**src/rtl/rxq_pause_pkg.sv**
```systemverilog
package rxq_pause_pkg;

  // Controller state: idle, or holding the link partner off.
  typedef enum logic [0:0] {
    ST_IDLE   = 1'b0,
    ST_PAUSED = 1'b1
  } pstate_e;

endpackage

```
**src/rtl/rxq_wm_compare.sv**
```systemverilog
// Converts 8-byte-unit thresholds to bytes and compares them to occupancy.
module rxq_wm_compare #(
  parameter int OCC_W = 17,
  parameter int WM_W  = 14
) (
  input  logic [OCC_W-1:0] occ,
  input  logic [WM_W-1:0]  hi_wm,
  input  logic [WM_W-1:0]  lo_wm,
  output logic             fc_on,
  output logic             at_hi,
  output logic             under_lo
);
  localparam int CMP_W = (OCC_W > WM_W + 3) ? OCC_W : WM_W + 3;

  // Threshold unit is 8 bytes: shift left by three.
  function automatic logic [CMP_W-1:0] units_to_bytes(input logic [WM_W-1:0] u);
    return CMP_W'({u, 3'b000});
  endfunction

  logic [CMP_W-1:0] occ_ext;
  logic [CMP_W-1:0] hi_bytes;
  logic [CMP_W-1:0] lo_bytes;

  always_comb begin
    occ_ext  = CMP_W'(occ);
    hi_bytes = units_to_bytes(hi_wm);
    lo_bytes = units_to_bytes(lo_wm);
    fc_on    = (hi_wm != '0);
    at_hi    = fc_on && (occ_ext >= hi_bytes);
    under_lo = (occ_ext < lo_bytes);
  end

endmodule

```
**src/rtl/rxq_refresh_timer.sv**
```systemverilog
// Counts cycles while paused with nothing outstanding; flags refresh due.
module rxq_refresh_timer #(
  parameter int TMR_W = 16
) (
  input  logic             clk,
  input  logic             rst_n,
  input  logic             run,
  input  logic             restart,
  input  logic [TMR_W-1:0] limit,
  output logic             expired
);
  logic [TMR_W-1:0] cnt_q;
  logic             cnt_step;

  assign cnt_step = run && (cnt_q < limit);
  assign expired  = run && (limit != '0) && (cnt_q >= limit);

  always_ff @(posedge clk or negedge rst_n) begin
    if (!rst_n)        cnt_q <= '0;
    else if (restart)  cnt_q <= '0;
    else if (cnt_step) cnt_q <= cnt_q + 1'b1;
  end

  // an acknowledge restarts the refresh interval from zero.
  p_restart_clears_r8: assert property (@(posedge clk) disable iff (!rst_n)
    restart |=> (cnt_q == '0));

  // the interval does not advance while a request is outstanding or idle.
  p_hold_when_stopped_r8: assert property (@(posedge clk) disable iff (!rst_n)
    (!run && !restart) |=> $stable(cnt_q));

endmodule

```
**src/rtl/rxq_pause_fsm.sv**
```systemverilog
// Two-state controller with a single outstanding-request register.
module rxq_pause_fsm
  import rxq_pause_pkg::*;
#(
  parameter int QUANTA_W = 16
) (
  input  logic                clk,
  input  logic                rst_n,
  input  logic                fc_on,
  input  logic                at_hi,
  input  logic                under_lo,
  input  logic                expired,
  input  logic                tx_ack,
  input  logic [QUANTA_W-1:0] cfg_quanta,
  output logic                pause_req,
  output logic                resume_req,
  output logic [QUANTA_W-1:0] req_quanta,
  output logic                paused,
  output logic                timer_run,
  output logic                timer_restart
);
  pstate_e             state_q;
  logic                pause_q;
  logic                resume_q;
  logic [QUANTA_W-1:0] quanta_q;

  // Named internal events.
  logic have_req;
  logic ev_ack;
  logic ev_issue_pause;
  logic ev_release;
  logic ev_refresh;

  assign have_req       = pause_q || resume_q;
  assign ev_ack         = have_req && tx_ack;
  assign ev_issue_pause = !have_req && (state_q == ST_IDLE) && at_hi;
  assign ev_release     = !have_req && (state_q == ST_PAUSED) && (!fc_on || under_lo);
  assign ev_refresh     = !have_req && (state_q == ST_PAUSED) && !(!fc_on || under_lo)
                          && expired;

  always_ff @(posedge clk or negedge rst_n) begin
    if (!rst_n) begin
      state_q  <= ST_IDLE;
      pause_q  <= 1'b0;
      resume_q <= 1'b0;
      quanta_q <= '0;
    end else begin
      if (ev_ack) begin
        pause_q  <= 1'b0;
        resume_q <= 1'b0;
        quanta_q <= '0;
      end
      if (ev_issue_pause || ev_refresh) begin
        pause_q  <= 1'b1;
        quanta_q <= cfg_quanta;
      end
      if (ev_issue_pause) state_q <= ST_PAUSED;
      if (ev_release) begin
        resume_q <= 1'b1;
        quanta_q <= '0;
        state_q  <= ST_IDLE;
      end
    end
  end

  assign pause_req     = pause_q;
  assign resume_req    = resume_q;
  assign req_quanta    = quanta_q;
  assign paused        = (state_q == ST_PAUSED);
  assign timer_run     = (state_q == ST_PAUSED) && !have_req;
  assign timer_restart = ev_ack;

  // never both kinds of request at once.
  p_one_kind_r10: assert property (@(posedge clk) disable iff (!rst_n)
    $onehot0({pause_q, resume_q}));

  // an unacknowledged request keeps its kind and quanta.
  p_hold_until_ack_r5: assert property (@(posedge clk) disable iff (!rst_n)
    (have_req && !tx_ack) |=> (pause_q == $past(pause_q)) &&
                              (resume_q == $past(resume_q)) && $stable(quanta_q));

  // a resume request always carries zero quanta.
  p_resume_zero_r6: assert property (@(posedge clk) disable iff (!rst_n)
    resume_q |-> (quanta_q == '0));

  // entering the paused state coincides with a pause request.
  p_enter_with_pause_r4: assert property (@(posedge clk) disable iff (!rst_n)
    $rose(paused) |-> pause_q);

  // leaving the paused state coincides with a resume request.
  p_leave_with_resume_r6: assert property (@(posedge clk) disable iff (!rst_n)
    $fell(paused) |-> resume_q);

  // with flow control off, idle never produces a pause.
  p_fc_off_quiet_r3: assert property (@(posedge clk) disable iff (!rst_n)
    ((state_q == ST_IDLE) && !fc_on && !have_req) |=> !pause_q);

endmodule

```
**src/rtl/rxq_pause_ctl.sv**
```systemverilog
// Receive buffer pause watermark controller, top level.
module rxq_pause_ctl #(
  parameter int OCC_W    = 17,
  parameter int WM_W     = 14,
  parameter int QUANTA_W = 16,
  parameter int TMR_W    = 16
) (
  input  logic                clk,
  input  logic                rst_n,
  input  logic [OCC_W-1:0]    fifo_occ,
  input  logic [WM_W-1:0]     cfg_hi_wm,
  input  logic [WM_W-1:0]     cfg_lo_wm,
  input  logic [QUANTA_W-1:0] cfg_quanta,
  input  logic [TMR_W-1:0]    cfg_refresh,
  input  logic                tx_ack,
  output logic                pause_req,
  output logic                resume_req,
  output logic [QUANTA_W-1:0] req_quanta,
  output logic                paused
);
  logic fc_on;
  logic at_hi;
  logic under_lo;
  logic expired;
  logic timer_run;
  logic timer_restart;

  rxq_wm_compare #(.OCC_W(OCC_W), .WM_W(WM_W)) u_cmp (
    .occ      (fifo_occ),
    .hi_wm    (cfg_hi_wm),
    .lo_wm    (cfg_lo_wm),
    .fc_on    (fc_on),
    .at_hi    (at_hi),
    .under_lo (under_lo)
  );

  rxq_refresh_timer #(.TMR_W(TMR_W)) u_tmr (
    .clk     (clk),
    .rst_n   (rst_n),
    .run     (timer_run),
    .restart (timer_restart),
    .limit   (cfg_refresh),
    .expired (expired)
  );

  rxq_pause_fsm #(.QUANTA_W(QUANTA_W)) u_fsm (
    .clk           (clk),
    .rst_n         (rst_n),
    .fc_on         (fc_on),
    .at_hi         (at_hi),
    .under_lo      (under_lo),
    .expired       (expired),
    .tx_ack        (tx_ack),
    .cfg_quanta    (cfg_quanta),
    .pause_req     (pause_req),
    .resume_req    (resume_req),
    .req_quanta    (req_quanta),
    .paused        (paused),
    .timer_run     (timer_run),
    .timer_restart (timer_restart)
  );

endmodule

```
**config.mk**
```make
export PLATFORM = sky130hd
export DESIGN_NAME = rxq_pause_ctl
export DESIGN_NICKNAME = d
export VERILOG_FILES = /design/src/rtl/rxq_pause_pkg.sv /design/src/rtl/rxq_wm_compare.sv /design/src/rtl/rxq_refresh_timer.sv /design/src/rtl/rxq_pause_fsm.sv /design/src/rtl/rxq_pause_ctl.sv
export SDC_FILE = /design/constraint.sdc
export NUM_CORES = 1
export LEC_CHECK = 0
export ABC_AREA = 1
export BUFFER_PORTS_ARGS = -buffer_cell sky130_fd_sc_hd__clkbuf_2
export CAP_MARGIN = 30
export CELL_PAD_IN_SITES_DETAIL_PLACEMENT = 1
export CELL_PAD_IN_SITES_GLOBAL_PLACEMENT = 2
export CORE_ASPECT_RATIO = 0.8
export CORE_MARGIN = 1
export CORE_UTILIZATION = 25
export DETAILED_ROUTE_END_ITERATION = 8
export PLACE_DENSITY_LB_ADDON = 0.1
export SLEW_MARGIN = 20
export SYNTH_ARGS = -nofsm -noshare
export SYNTH_HDL_FRONTEND = slang
export SYNTH_SLANG_ARGS = --single-unit
```
**constraint.sdc**
```tcl
create_clock -name clk -period 1.9 [get_ports clk]
set_clock_uncertainty 0.05 [all_clocks]
set_input_delay 0.285 -clock clk [delete_from_list [all_inputs] [get_ports clk]]
set_output_delay 0.285 -clock clk [all_outputs]
set_load 0.02 [all_outputs]
```
==> out/metrics.csv <==
stage,metric,value,unit
power_and_ir_drop,total_leakage_power,2.50,nW
hold_path,hold_path_startpoint,cfg_quanta[1],
die,top_level_ports,99,
placement,gpl.final_weighted_congestion,0.791,
timing,worst_slew_pin_slew,0.447,ns
die,start_util,0.261,
timing,setup_total_negative_slack,-0.263,ns
run,cap_viol_max_count,0,
status,outcome,finished with violations,
clock_tree,cts_htree_levels,2,
critical_path,r2r-start,u_tmr.cnt_q[13]$_DFFE_PN0P_,
synth,synthTopCellsByArea,"dfrtp_1 29%, ha_1 18%, nand2_1 13%",
critical_path,worst_setup_sp,u_tmr.cnt_q[13]$_DFFE_PN0P_,
synth,synth_top_cell_by_area,dfrtp_1,
die,die-width,126,µm
synth,ys.warnings.count,0,
placement,detailedPlacementHpwl,8040,µm
clock_tree,cts-buffers-inserted,5,
routing,drc_violations_left,0,
synth,post_synth.cell_area_avg,7.27,µm²
synth,async_flop_share,1.00,
routing,final_antenna_net_count,0,
power_and_ir_drop,peak_supply_drop,398,µV
final_layout,filler_cell_count,1466,
synth,post_synth_and_or_nand_nor_area_fraction,0.332,
routing,drt_pre_antenna_iters,4,
global_routing,grt_pass1_wl,16700,µm
synth,synth_fp_nets,546,
status,failed_checks,negative setup slack,
global_routing,grt_pass1_vias,3345,
clock_tree,tritoncts_num_sinks,35,
clock_tree,clk_path_buf_depth,2,
timing,setup_violations,20,
final_layout,synthToLayoutAreaGrowth,45.0,%
synth,netlist.area_leader.share,0.286,
global_routing,largest_net_degree_at_the_start_of_global_routing,22,
placement,portBuffers,98,
synth,synth_top_family_by_area,simple AND/OR/NAND/NOR gates,
synth,synth-main-ff-cell,dfrtp_1,
critical_path,setup.worst_path.end_class,register,
critical_path,timing.critical_path.required,2.01,ns
clock_tree,clock_insertion_delay_worst_skew,0.28,ns
timing,finalCritPeriodShare,1.02,
synth,synth_edf_count,0,
die,die-height,101,µm
critical_path,delay_contributed_by_the_slowest_stage_of_the_critical_path,0.39,ns
routing,drt_iter0_markers,155,
routing,detail_route.wirelength,9810,µm
critical_path,worst-setup-path-type,register to register,
timing,achievable-frequency,0.518,GHz
synth,synth_adder_area_share,0.180,
global_routing,grt_remaining_overflow,0,
critical_path,timing.critical_path.max_delay_family,compound AO/OA/AOI/OAI gates,
hold_path,worstHoldPathType,input pin to register,
final_layout,post_route_cells_drive_above_1_share,0.379,
final_layout,diodes,0,
synth,netlist-cell-type-count,33,
timing,timing.final.ws_setup,-0.0294,ns
power_and_ir_drop,power_per_cell_area,919,nW/µm²
timing,maxSlewHeadroom,0.702,
routing,drt-vias-per-instance,4.56,
timing,period_needed,1.93,ns
synth,syn-instance-count,422,
final_layout,layout.nets,691,
clock_tree,tritoncts,yes,
synth,ys_seq_area_frac,0.286,
synth,post-synth-top-count-cell,nand2_1,
timing,unrepaired_setup_endpoints_after_global_routing,true,
synth,synthXorXnorAreaFrac,0.0228,
timing,final-hold-violation-count,0,
synth,synth.area.mux_share,0,
critical_path,arrival,2.04,ns
critical_path,timing.critical_path.fanout_max,5,
synth,synth.ff_latch_count,35,
timing,fin_hold_ws,0.159,ns
die,core_area,11700,µm²
final_layout,multiInputGateArea,2090,µm²
critical_path,cp_slowest_cell,dfrtp_1,
die,std_cell_rows,35,
routing,num_vias,3262,
synth,synth_commonest_cells,"108 x nand2_1, 63 x inv_1, 44 x ha_1",
routing,wl_per_instance,13.7,µm
critical_path,worst-path-buf-inv,2,
synth,netlist_area_before_placement,3070,µm²
clock_tree,clkTransAtPathRegs,0.06,ns
die,die-area,12700,µm²
timing,timing.final.max_slew_violations,0,
critical_path,crit_path_cells,ha_1 -> a21oi_1 -> o21ai_1 -> nor2_1 -> buf_4 -> nand3_4 -> buf_4 -> o21ai_1 -> a21oi_1,
synth,synth-compound-area-share,0.0738,
clock_tree,cts_root_buf,clkbuf_16,
global_routing,gr-usage-all-layers,0.165,
final_layout,area.sequential,878,µm²
global_routing,number_of_antenna_violations_at_the_first_check_in_global_routing,0,
critical_path,timing.critical_path.from_type,register,
report_power, final:
part / switching [mW] / internal, mW / leakage, nW
registers: 0.172 / 0.978 / 0.470
logic: 1.30 / 0.823 / 1.97
clock network: 0.328 / 0.483 / 0.0658
cell families after synthesis:
family	Yosys count
buffers and inverters	79
flip-flops	35
AO/OA/AOI/OAI	39
XOR/XNOR	8
adder cells (fa/ha/maj)	44
AND/OR/NAND/NOR	217
cells in the final DEF (no fill, tap or decap), types with 3 or more instances in the layout:
| cell | count |
|---|---|
| nand3_2 | 3 |
| nor3_2 | 3 |
| clkbuf_2 | 98 |
| o21ai_1 | 8 |
| dfrtp_1 | 33 |
| buf_4 | 35 |
| ha_1 | 41 |
| nand2_8 | 3 |
| nand4_1 | 27 |
| inv_1 | 62 |
| inv_2 | 8 |
| nor2_2 | 4 |
| nor2_1 | 25 |
| o21ai_2 | 4 |
| ha_4 | 3 |
| nand2_4 | 5 |
| xor2_1 | 6 |
| nand3_1 | 16 |
| a21oi_1 | 17 |
| nand2_1 | 98 |
| buf_6 | 8 |
| nand2_2 | 19 |
| clkbuf_16 | 5 |
| nor3_1 | 9 |
stage by stage:
stage / power (mW) / instance area [µm²] / cells / setup slack (ns) / utilization
after global placement: 2.96 / 3980 / 698 / -0.148 / 0.339
after floorplan: 2.25 / 3070 / 422 / 0.0316 / -
after global routing: 4.41 / 4450 / 716 / -0.173 / 0.379
after CTS: 4.00 / 4330 / 713 / -0.0638 / 0.369
final: 4.09 / 4450 / 716 / -0.0294 / 0.379
after detailed placement: 3.00 / 3980 / 698 / -0.194 / 0.339
worst min-delay path, stage by stage:
cell and delay (ns):
clkbuf_2 0.08, nand2_1 0.04, nand2_1 0.05
flip-flops by register name, indices dropped and copies added, names as in the netlist:
register / flops
u_fsm.req_quanta: 16
u_tmr.cnt_q: 16
u_fsm.pause_req: 1
u_fsm.paused: 1
u_fsm.resume_req: 1
layer usage:
metal,vias up,part of all wire,track usage,wire [µm]
met5,-,0,0,0
met4,0,0.0055,0.0278,54
met3,7,0.048,0.0218,470
met2,85,0.42,0.257,4100
met1,1498,0.53,0.245,5190
li1,1672,-,-,-
worst paths after layout:
kind | end | slack (ns) | cells past startpoint
hold reg to reg | u_fsm.pause_req$_DFFE_PN0P_ | 0.45 | 1
setup reg to reg | u_tmr.cnt_q[2]$_DFFE_PN0P_ | -0.03 | 9
min in group asynchronous | u_fsm.req_quanta[1]$_DFFE_PN0P_ | 0.43 | 2
max in group asynchronous | u_fsm.req_quanta[5]$_DFFE_PN0P_ | 0.90 | 3
setup / recovery | u_tmr.cnt_q[2]$_DFFE_PN0P_ | -0.03 | 9
hold / removal | u_fsm.req_quanta[1]$_DFFE_PN0P_ | 0.16 | 3
cell type report:
cell class / instances / area share
clock buffer: 5 / 0.0281
clock inverter: 3 / 0.00450
inverter: 72 / 0.0625
multi-input combinational: 310 / 0.469
sequential: 35 / 0.198
tap: 148 / 0.0416
timing repair buffer: 143 / 0.196
timing repair:
item	4_1_cts	5_1_grt
pin swaps	7	13
setup buffers	2	3
gates cloned	4	0
setup endpoints to repair	33	33
endpoints found under the hold margin	14	0
hold buffers	1	0
resized for setup	33	24
(Power assumes the default switching activity.)
